$ cat config.mk
export PLATFORM = sky130hd
export DESIGN_NAME = aux_i2c_bridge
export DESIGN_NICKNAME = d
export VERILOG_FILES = /design/src/rtl/aux_bridge_pkg.sv /design/src/rtl/aux_bridge_dp.sv /design/src/rtl/aux_bridge_ctrl.sv /design/src/rtl/aux_i2c_bridge.sv
export SDC_FILE = /design/constraint.sdc
export NUM_CORES = 1
export LEC_CHECK = 0
export BUFFER_PORTS_ARGS = -buffer_cell sky130_fd_sc_hd__buf_2
export CAP_MARGIN = 15
export CORE_MARGIN = 2
export CORE_UTILIZATION = 49
export CTS_BUF_LIST = sky130_fd_sc_hd__clkbuf_8
export DETAILED_ROUTE_END_ITERATION = 8
export GPL_TIMING_DRIVEN = 0
export PLACE_DENSITY = 0.89
export SYNTH_ARGS = -nofsm -noshare
export SYNTH_HDL_FRONTEND = slang
export SYNTH_SLANG_ARGS = --single-unit
$ cat constraint.sdc
create_clock -name clk -period 7.76 [get_ports clk]
set_clock_uncertainty 0.05 [all_clocks]
set_input_delay 1.552 -clock clk [delete_from_list [all_inputs] [get_ports clk]]
set_output_delay 1.552 -clock clk [all_outputs]
set_load 0.01 [all_outputs]
$ cat src/rtl/aux_bridge_pkg.sv
package aux_bridge_pkg;

  typedef enum logic [1:0] {
    RSP_ACK      = 2'b00,
    RSP_NACK     = 2'b01,
    RSP_I2C_NACK = 2'b10
  } rsp_e;

  typedef enum logic [1:0] {
    OP_START = 2'b00,
    OP_XFER  = 2'b01,
    OP_STOP  = 2'b10
  } i2c_op_e;

  typedef enum logic [2:0] {
    K_NAT_WR,
    K_NAT_RD,
    K_I2C,
    K_MOT,
    K_BAD
  } kind_e;

  localparam logic [3:0] CMD_I2C_WR = 4'h0;
  localparam logic [3:0] CMD_I2C_RD = 4'h1;
  localparam logic [3:0] CMD_MOT_WR = 4'h4;
  localparam logic [3:0] CMD_MOT_RD = 4'h5;
  localparam logic [3:0] CMD_NAT_WR = 4'h8;
  localparam logic [3:0] CMD_NAT_RD = 4'h9;

  typedef struct packed {
    logic load;      // capture the incoming request
    logic incCnt;    // advance to the next byte
    logic storeRd;   // write a received byte into the buffer
    logic rdSrcI2c;  // received byte comes from the I2C side
    logic saveMot;   // record address/command of an open transaction
  } strb_t;

endpackage

$ cat src/rtl/aux_bridge_dp.sv
module aux_bridge_dp
  import aux_bridge_pkg::*;
#(
  parameter int AddrW    = 20,
  parameter int MaxLen   = 16,
  parameter int I2cAddrW = 7,
  localparam int LenW    = $clog2(MaxLen + 1),
  localparam int CntW    = $clog2(MaxLen)
) (
  input  logic                  clk,
  input  logic                  rstN,
  input  strb_t                 strb,
  input  logic [3:0]            reqCmd,
  input  logic [AddrW-1:0]      reqAddr,
  input  logic [LenW-1:0]       reqLen,
  input  logic [MaxLen*8-1:0]   reqWrData,
  input  logic [7:0]            regRdata,
  input  logic [7:0]            i2cRdByte,
  output kind_e                 kind,
  output logic                  isRead,
  output logic                  isLast,
  output logic                  motMatch,
  output logic [AddrW-1:0]      regAddr,
  output logic [7:0]            curByte,
  output logic [I2cAddrW-1:0]   i2cAddr,
  output logic [MaxLen*8-1:0]   rdData
);

  logic [3:0]       cmdQ;
  logic [AddrW-1:0] baseAddr;
  logic [LenW-1:0]  lenQ;
  logic [CntW-1:0]  cnt;
  logic [7:0]       bufMem [MaxLen];

  logic             savedValid;
  logic [AddrW-1:0] savedAddr;
  logic [3:0]       savedCmd;

  // request capture and byte counter
  always_ff @(posedge clk) begin
    if (!rstN) begin
      cmdQ     <= '0;
      baseAddr <= '0;
      lenQ     <= LenW'(1);
      cnt      <= '0;
    end else if (strb.load) begin
      cmdQ     <= reqCmd;
      baseAddr <= reqAddr;
      lenQ     <= reqLen;
      cnt      <= '0;
    end else if (strb.incCnt) begin
      cnt <= cnt + CntW'(1);
    end
  end

  // byte buffer: loaded with write data, overwritten by read bytes
  always_ff @(posedge clk) begin
    if (!rstN) begin
      for (int i = 0; i < MaxLen; i++) bufMem[i] <= '0;
    end else if (strb.load) begin
      for (int i = 0; i < MaxLen; i++) bufMem[i] <= reqWrData[i*8 +: 8];
    end else if (strb.storeRd) begin
      bufMem[cnt] <= strb.rdSrcI2c ? i2cRdByte : regRdata;
    end
  end

  // record of the last open-ended transaction that started or continued
  always_ff @(posedge clk) begin
    if (!rstN) begin
      savedValid <= 1'b0;
      savedAddr  <= '0;
      savedCmd   <= '0;
    end else if (strb.saveMot) begin
      savedValid <= 1'b1;
      savedAddr  <= baseAddr;
      savedCmd   <= cmdQ;
    end
  end

  always_comb begin
    unique case (cmdQ)
      CMD_NAT_WR:             kind = K_NAT_WR;
      CMD_NAT_RD:             kind = K_NAT_RD;
      CMD_I2C_WR, CMD_I2C_RD: kind = K_I2C;
      CMD_MOT_WR, CMD_MOT_RD: kind = K_MOT;
      default:                kind = K_BAD;
    endcase
  end

  assign isRead   = cmdQ[0];
  assign isLast   = (LenW'(cnt) + LenW'(1)) >= lenQ;
  assign motMatch = savedValid && (savedAddr == baseAddr) && (savedCmd == cmdQ);
  assign regAddr  = baseAddr + AddrW'(cnt);
  assign curByte  = bufMem[cnt];
  assign i2cAddr  = baseAddr[I2cAddrW-1:0];

  for (genvar g = 0; g < MaxLen; g++) begin : g_rd
    assign rdData[g*8 +: 8] = bufMem[g];
  end

  // the register address moves only on a byte step or a new request
  a_r3_addr_hold: assert property (@(posedge clk) disable iff (!rstN)
    (!strb.incCnt && !strb.load) |=> $stable(regAddr));

  // each byte step moves the address up by one
  a_r3_addr_step: assert property (@(posedge clk) disable iff (!rstN)
    (strb.incCnt && !strb.load) |=> (regAddr == AddrW'($past(regAddr) + AddrW'(1))));

endmodule

$ cat src/rtl/aux_bridge_ctrl.sv
module aux_bridge_ctrl
  import aux_bridge_pkg::*;
(
  input  logic        clk,
  input  logic        rstN,
  input  logic        reqValid,
  output logic        reqReady,
  output logic        rspValid,
  input  logic        rspReady,
  output logic [1:0]  rspCode,
  output logic        regValid,
  output logic        regWrite,
  input  logic        regDone,
  input  logic        regErr,
  output logic        i2cReqValid,
  output logic [1:0]  i2cOp,
  output logic        i2cRead,
  input  logic        i2cDone,
  input  logic        i2cAck,
  input  logic        i2cBusy,
  input  kind_e       kind,
  input  logic        isRead,
  input  logic        isLast,
  input  logic        motMatch,
  output strb_t       strb
);

  typedef enum logic [2:0] {
    S_IDLE, S_DISP, S_NAT, S_PRESTOP, S_START, S_XFER, S_STOP, S_REPLY
  } state_e;

  state_e stateQ, stateD;
  rsp_e   codeQ, codeD;
  logic   codeWe;

  always_ff @(posedge clk) begin
    if (!rstN) begin
      stateQ <= S_IDLE;
      codeQ  <= RSP_ACK;
    end else begin
      stateQ <= stateD;
      if (codeWe) codeQ <= codeD;
    end
  end

  always_comb begin
    stateD = stateQ;
    codeD  = RSP_ACK;
    codeWe = 1'b0;
    strb   = '0;
    unique case (stateQ)
      S_IDLE: begin
        if (reqValid) begin
          strb.load = 1'b1;
          stateD    = S_DISP;
        end
      end
      S_DISP: begin
        unique case (kind)
          K_NAT_WR, K_NAT_RD: stateD = S_NAT;
          K_I2C:              stateD = i2cBusy ? S_PRESTOP : S_START;
          K_MOT: begin
            if (!i2cBusy) begin
              stateD = S_START;
            end else if (motMatch) begin
              strb.saveMot = 1'b1;
              stateD       = S_XFER;
            end else begin
              stateD = S_PRESTOP;
            end
          end
          default: begin
            codeD  = RSP_NACK;
            codeWe = 1'b1;
            stateD = S_REPLY;
          end
        endcase
      end
      S_NAT: begin
        if (regDone) begin
          if (regErr) begin
            codeD  = RSP_NACK;
            codeWe = 1'b1;
            stateD = S_REPLY;
          end else begin
            strb.storeRd = isRead;
            if (isLast) begin
              codeD  = RSP_ACK;
              codeWe = 1'b1;
              stateD = S_REPLY;
            end else begin
              strb.incCnt = 1'b1;
            end
          end
        end
      end
      S_PRESTOP: begin
        if (i2cDone) stateD = S_START;
      end
      S_START: begin
        if (i2cDone) begin
          if (!i2cAck) begin
            codeD  = RSP_I2C_NACK;
            codeWe = 1'b1;
            stateD = S_REPLY;
          end else begin
            strb.saveMot = (kind == K_MOT);
            stateD       = S_XFER;
          end
        end
      end
      S_XFER: begin
        if (i2cDone) begin
          if (!i2cAck) begin
            codeD  = RSP_I2C_NACK;
            codeWe = 1'b1;
            stateD = S_STOP;
          end else begin
            strb.storeRd  = isRead;
            strb.rdSrcI2c = 1'b1;
            if (isLast) begin
              codeD  = RSP_ACK;
              codeWe = 1'b1;
              stateD = (kind == K_MOT) ? S_REPLY : S_STOP;
            end else begin
              strb.incCnt = 1'b1;
            end
          end
        end
      end
      S_STOP: begin
        if (i2cDone) stateD = S_REPLY;
      end
      S_REPLY: begin
        if (rspReady) stateD = S_IDLE;
      end
      default: stateD = S_IDLE;
    endcase
  end

  always_comb begin
    i2cReqValid = 1'b1;
    i2cOp       = OP_XFER;
    unique case (stateQ)
      S_PRESTOP, S_STOP: i2cOp = OP_STOP;
      S_START:           i2cOp = OP_START;
      S_XFER:            i2cOp = OP_XFER;
      default:           i2cReqValid = 1'b0;
    endcase
  end

  assign reqReady = (stateQ == S_IDLE);
  assign rspValid = (stateQ == S_REPLY);
  assign rspCode  = codeQ;
  assign regValid = (stateQ == S_NAT);
  assign regWrite = (kind == K_NAT_WR);
  assign i2cRead  = isRead;

  // a pending reply keeps its code until taken
  a_r2_rsp_hold: assert property (@(posedge clk) disable iff (!rstN)
    (rspValid && !rspReady) |=> (rspValid && $stable(rspCode)));

  // never ready for a new request while a reply waits
  a_r2_no_accept: assert property (@(posedge clk) disable iff (!rstN)
    rspValid |-> !reqReady);

  // only the three defined reply codes appear
  a_r2_code_legal: assert property (@(posedge clk) disable iff (!rstN)
    rspValid |-> (rspCode != 2'b11));

  // an unknown command touches neither side
  a_r1_bad_quiet: assert property (@(posedge clk) disable iff (!rstN)
    (stateQ == S_DISP && kind == K_BAD) |=> (!regValid && !i2cReqValid && rspValid && rspCode == RSP_NACK));

  // a refused start is followed by no further I2C operation
  a_r6_no_op_after_refusal: assert property (@(posedge clk) disable iff (!rstN)
    (i2cReqValid && i2cOp == OP_START && i2cDone && !i2cAck) |=> !i2cReqValid);

  // an I2C operation is held until done
  a_r10_i2c_hold: assert property (@(posedge clk) disable iff (!rstN)
    (i2cReqValid && !i2cDone) |=> (i2cReqValid && $stable(i2cOp)));

  // a register access is held until done
  a_r10_reg_hold: assert property (@(posedge clk) disable iff (!rstN)
    (regValid && !regDone) |=> regValid);

  // register and I2C sides never requested together
  a_r10_exclusive: assert property (@(posedge clk) disable iff (!rstN)
    !(regValid && i2cReqValid));

endmodule

$ cat src/rtl/aux_i2c_bridge.sv
module aux_i2c_bridge
  import aux_bridge_pkg::*;
#(
  parameter int AddrW    = 20,
  parameter int MaxLen   = 16,
  parameter int I2cAddrW = 7,
  localparam int LenW    = $clog2(MaxLen + 1)
) (
  input  logic                 clk,
  input  logic                 rstN,
  input  logic                 reqValid,
  output logic                 reqReady,
  input  logic [3:0]           reqCmd,
  input  logic [AddrW-1:0]     reqAddr,
  input  logic [LenW-1:0]      reqLen,
  input  logic [MaxLen*8-1:0]  reqWrData,
  output logic                 rspValid,
  input  logic                 rspReady,
  output logic [1:0]           rspCode,
  output logic [MaxLen*8-1:0]  rspRdData,
  output logic                 regValid,
  output logic                 regWrite,
  output logic [AddrW-1:0]     regAddr,
  output logic [7:0]           regWdata,
  input  logic                 regDone,
  input  logic                 regErr,
  input  logic [7:0]           regRdata,
  output logic                 i2cReqValid,
  output logic [1:0]           i2cOp,
  output logic                 i2cRead,
  output logic [I2cAddrW-1:0]  i2cAddr,
  output logic [7:0]           i2cWrByte,
  input  logic                 i2cDone,
  input  logic                 i2cAck,
  input  logic [7:0]           i2cRdByte,
  input  logic                 i2cBusy
);

  strb_t      strb;
  kind_e      kind;
  logic       isRead;
  logic       isLast;
  logic       motMatch;
  logic [7:0] curByte;

  aux_bridge_ctrl u_ctrl (
    .clk        (clk),
    .rstN       (rstN),
    .reqValid   (reqValid),
    .reqReady   (reqReady),
    .rspValid   (rspValid),
    .rspReady   (rspReady),
    .rspCode    (rspCode),
    .regValid   (regValid),
    .regWrite   (regWrite),
    .regDone    (regDone),
    .regErr     (regErr),
    .i2cReqValid(i2cReqValid),
    .i2cOp      (i2cOp),
    .i2cRead    (i2cRead),
    .i2cDone    (i2cDone),
    .i2cAck     (i2cAck),
    .i2cBusy    (i2cBusy),
    .kind       (kind),
    .isRead     (isRead),
    .isLast     (isLast),
    .motMatch   (motMatch),
    .strb       (strb)
  );

  aux_bridge_dp #(
    .AddrW   (AddrW),
    .MaxLen  (MaxLen),
    .I2cAddrW(I2cAddrW)
  ) u_dp (
    .clk      (clk),
    .rstN     (rstN),
    .strb     (strb),
    .reqCmd   (reqCmd),
    .reqAddr  (reqAddr),
    .reqLen   (reqLen),
    .reqWrData(reqWrData),
    .regRdata (regRdata),
    .i2cRdByte(i2cRdByte),
    .kind     (kind),
    .isRead   (isRead),
    .isLast   (isLast),
    .motMatch (motMatch),
    .regAddr  (regAddr),
    .curByte  (curByte),
    .i2cAddr  (i2cAddr),
    .rdData   (rspRdData)
  );

  assign regWdata  = curByte;
  assign i2cWrByte = curByte;

endmodule

Word-level counts from Yosys, hierarchy flattened
Memory sizes are Yosys's and may differ from the RTL's. A register that Yosys moved wholly into a read port is not among the register bits.
Cells that the tools add are included.
W data, S select, Z words.

operators by class
  add/subtract/negate cells = 3
  magnitude comparators = 1
  eq/ne operators = 26
  multiplexer cells = 81
  bitwise logic cells = 17
  reductions and logical operators = 15

operators by type and width
  operator              count
  $mux W8               18
  $mux W3               16
  $mux W1               30
  $pmux W3 S8           1
  $add A20 B4 Y20       1
  $eq A20 B20 Y1        1
  $or A1 B1 Y1          16
  $eq A3 B2 Y1 const B  4
  $eq A3 B3 Y1 const B  4
  $mux W2               6
  $mux W4               3
  $pmux W3 S4           1
  $reduce_or A2 Y1      6
  $ne A2 B2 Y1 const B  5
  $pmux W3 S3           1
  $reduce_and A9 Y1     1
  $eq A4 B3 Y1 const B  2
  $eq A4 B4 Y1 const B  2
  $pmux W2 S2           2
  $reduce_or A4 Y1      2
  $reduce_or A8 Y1      1
  $eq A3 B1 Y1 const B  2
  $logic_not A3 Y1      2
  $pmux W2 S3           1
  other kinds (13)      15

word-level totals
  flip-flop bits (word level) = 63
  memory bits (writable) = 128
  input bits = 182
  output and inout port bits = 181
  memories = 1

memory list
  memory       depth  bits a word  rd ports  clocked after memory_dff  write ports  RTL line             RTL
  u_dp.bufMem  16     8            17        1                         16           aux_bridge_dp.sv:33  logic [7:0] bufMem [MaxLen];

Depth between registers and ports, before layout
  word-level depth = 12
  depth in mapped cells = 10
  depth with buffers taken out = 9

Modules after synthesis
Synthesis repeated with hierarchy kept, for this count alone.

unflattened totals
  cells, all modules = 946
  area, all modules = 10,446.3 um2

modules (own cells, without submodules)
  module           instances  cells an instance  area each (um2)  sequential area each (um2)
  aux_bridge_dp    1          864                9,839.4          5,084.9
  aux_bridge_ctrl  1          74                 546.8            100.1
  aux_i2c_bridge   1          8                  60.1             0.0

Worst setup path after synthesis
No wires, ideal clock.

  kind = register to output
  from = register u_dp.cnt[0]
  to = output regAddr[16]
  data arrival time = 2.277 ns
  slack = 3.881 ns
  stages on the path, launching flop included = 10
  buffers on the path = 0
  cells stage by stage = dfxtp_1 ha_1 inv_1 fa_1 nor2b_1 o21ai_0 a21boi_0 nand3_1 nor2_1 xor2_1

between the ends
  cells in the longest elaborated chain, start to end = 1

RTL lines
  item                    RTL line              RTL
  start, declared         aux_bridge_dp.sv:32   logic [CntW-1:0] cnt;
  start signal, assigned  aux_bridge_dp.sv:52   cnt <= cnt + CntW'(1);
  $add A20 B4 Y20         aux_bridge_dp.sv:93   assign regAddr = baseAddr + AddrW'(cnt);
  end, declared           aux_i2c_bridge.sv:23  output logic [AddrW-1:0] regAddr,

No other way between the ends.

Final worst setup path
Same ends and word-level chain as after synthesis.

==> flow_summary.json <==
{
  "status": "finished, final reports clean",
  "seq_area_mm2": 0.005185,
  "core_area_mm2": 0.02023,
  "place_ws_ns": 3.178,
  "syn_area_mm2": 0.01012,
  "cts_sinks": 195,
  "vias_per_cell": 5.872,
  "ctsHoldBuffers": 0,
  "fin_crit_ns": 5.182,
  "slowest_delay_ns": 0.80,
  "multi_input_area_mm2": 0.004448,
  "yosysTopAreaCellShare": 0.3797,
  "required_ns": 6.16,
  "yosysSeqAreaShare": 0.5122,
  "synthCells": 930,
  "synth_top_area_cell": "edfxtp_1",
  "gp_congestion": 0.9701,
  "holdPathStages": 2,
  "placed_area_mm2": 0.01227,
  "p_leak_nw": 5.869,
  "area_growth_pct": 25.29,
  "cts.repair.resized": 0,
  "worstPathArrival_ns": 3.58,
  "dieHeight_um": 147.7,
  "port_buffers": 362,
  "root_buffer": "clkbuf_8",
  "hold_viol": 0,
  "vias": 9377,
  "drtAntennaViolNets": 0,
  "synth.avg_cell_area_um2": 10.88,
  "slew_violations": 0,
  "synth_cell_types": 55,
  "rows": 52,
  "drc": 0,
  "drive_gt1_frac": 0.3671,
  "synth-main-ff-cell": "edfxtp_1",
  "max_cap_viol_count": 0,
  "synth_edf_count": 128,
  "crit_slowest_cell": "a21boi_0",
  "design_area_mm2": 0.01268,
  "antenna_found_initial": 3,
  "reg2reg_slack_ns": 4.64,
  "min_path_type": "flop to flop",
  "fin_ws_ns": 2.578,
  "start_kind": "flop",
  "routed_wirelength_mm": 36.91,
  "synthTopCellsByArea": "edfxtp_1, dfxtp_1, mux4_2",
  "wl_per_cell_um": 23.11,
  "numCtsBuffers": 17,
  "worstMarginPinSlew_ns": 0.9728,
  "start_util": 0.5002,
  "ff2ff_path_depth": 10,
  "pin_count": 363,
  "hp-start": "u_dp.savedAddr[10]",
  "die_w_um": 147.7,
  "critPathCaptureType": "output pin",
  "final_core_util": 0.6268,
  "grt_overflow": 0,
  "max_freq_ghz": 0.1930,
  "worstPathCellList": "ha_1 > inv_1 > fa_1 > nor2b_1 > o21ai_0 > a21boi_0 > nand3_1 > nor2_1 > xor2_1 > buf_2",
  "ir_drop_mv": 0.1142,
  "fillers": 1664,
  "hpwl_mm": 28.72,
  "clk_pin_slew_worst_paths_ns": 0.11,
  "fp.dieArea_mm2": 0.02182,
  "cpLargestDelayFamily": "compound AO/OA/AOI/OAI gates",
  "r2r_start": "u_dp.cnt[2]",
  "power_density_mw_per_mm2": 252.7,
  "ys_seq_elements": 195,
  "drt_iter0_drc": 994,
  "h-tree-depth": 4,
  "grt_max_degree": 20,
  "setup_viol": 0,
  "crit_buf_inv": 2,
  "r2r-end": "u_ctrl.stateQ[1]",
  "clockBufferDepth": 2,
  "period_share": 0.6678,
  "worstPathMaxFanout": 7,
  "rsz0062_at_grt": "false",
  "tritoncts": "built",
  "num-nets-final": 1507,
  "synth_warnings": 0,
  "first_pass_iters": 8,
  "setup_tns_ns": 0,
  "worstSetupPathType": "flop to output pin",
  "syn-num-nets": 1126,
  "clock_latency_ns": 0.49,
  "synthArstFlopShare": 0,
  "hold_end": "u_dp.savedAddr[10]",
  "slew_headroom": 0.3457,
  "grt_pass1_vias": 8982,
  "grtUsageTotal": 0.3310,
  "postCtsSetupBuffers": 0,
  "grt_pass1_wl_mm": 53.45
}
==> logic make-up after synthesis <==
logic type	count (synthesis)	synth area share
AND/OR/NAND/NOR	312	0.1350
XOR/XNOR	45	0.03894
multiplexers	102	0.1504
AO/OA/AOI/OAI	161	0.09703
adder cells (fa/ha/maj)	14	0.01805
flip-flops	195	0.5122
buffers and inverters	101	0.04833
==> synthesized netlist by cell type, types with 3 or more instances <==
cell and instances:
a21boi_1 3, a21oi_1 9, a22o_1 22, and2_1 4, and3_1 8, and4_1 3, buf_2 27, buf_4 16
clkbuf_1 35, dfxtp_1 67, edfxtp_1 128, ha_1 13, inv_1 18, mux2i_1 61, mux4_2 40, nand2_1 205
nand3_1 31, nand4_1 8, nor2_1 21, nor2b_1 7, nor3_1 9, o21ai_0 103, o21ai_1 4, o22ai_1 3
or3_1 3, xnor2_1 32, xor2_1 13
==> power breakdown <==
group | total [mW] | switching [mW] | internal, mW | leakage, nW
Clock | 0.702 | 0.405 | 0.297 | 0.213
Sequential | 1.49 | 0.143 | 1.34 | 1.90
Combinational | 1.02 | 0.618 | 0.400 | 3.75
Total | 3.21 | 1.17 | 2.04 | 5.87
==> area by class of cell <==
cell class,count,share of cell area
buffer,83,0.03325
clock inverter,15,0.01332
sequential,195,0.4088
multi-input combinational,634,0.3507
inverter,18,0.005328
antenna,3,0.0005919
tap,270,0.02664
timing repair buffer,362,0.1429
clock buffer,17,0.01845
==> worst max-delay path by stage <==
stage	to	from	cells after the start	slack [ns]
finish	regAddr[16]	u_dp.cnt[0]	10	2.58
floorplan	regAddr[16]	u_dp.cnt[0]	9	3.88
detailed placement	regAddr[16]	u_dp.cnt[0]	10	3.18
global route	regAddr[16]	u_dp.cnt[0]	10	2.36
CTS	regAddr[16]	u_dp.cnt[0]	10	2.65
global placement	regAddr[16]	u_dp.cnt[0]	10	3.35
==> cell usage in the layout (no fill, tap or decap), types with 7 or more instances in the layout <==
master	netlist	layout
a21oi_1	9	9
a22o_1	22	22
and3_1	8	8
buf_2	27	389
buf_4	16	16
clkbuf_1	35	35
clkbuf_8	0	17
dfxtp_1	67	67
edfxtp_1	128	128
ha_1	13	13
inv_1	18	19
mux2i_1	61	61
mux4_2	40	40
nand2_1	205	205
nand3_1	31	31
nand4_1	8	8
nor2_1	21	21
nor2b_1	7	7
nor3_1	9	9
o21ai_0	103	103
xnor2_1	32	32
xor2_1	13	13
==> per-stage QoR <==
stage / std cells / power [mW] / hold slack [ns]
6_report: 1597 / 3.205 / 0.4314
5_1_grt: 1596 / 3.321 / 0.4477
4_1_cts: 1594 / 3.184 / 0.4328
3_5_place_dp: 1562 / 2.505 / 0.3986
3_3_place_gp: 1562 / 2.483 / 0.3884
2_1_floorplan: 930 / 2.019 / 0.3808
==> routing by layer <==
layer / global-route usage / wire, µm / up-vias
li1: - / - / 4105
met1: 0.4153 / 13400 / 4477
met2: 0.5591 / 18170 / 678
met3: 0.06698 / 3612 / 117
met4: 0.1428 / 1729 / 0
met5: 0 / 0 / -
==> tightest hold or removal path, delay by kind of cell (launching register included) <==
family	cells	cell delay [ns]
and+or+nand+nor	1	0.06
DFF	1	0.34
muxes	1	0.05
==> state kept, by name, indices dropped and copies added (netlist names), named ones only <==
| signal | count |
|---|---|
| u_ctrl.rspCode | 2 |
| u_ctrl.stateQ | 3 |
| u_dp.baseAddr | 20 |
| u_dp.bufMem | 128 |
| u_dp.cmdQ | 4 |
| u_dp.cnt | 4 |
| u_dp.lenQ | 5 |
| u_dp.savedAddr | 20 |
| u_dp.savedCmd | 4 |
| u_dp.savedValid | 1 |
No activity file was read; power rests on OpenSTA's default activity.
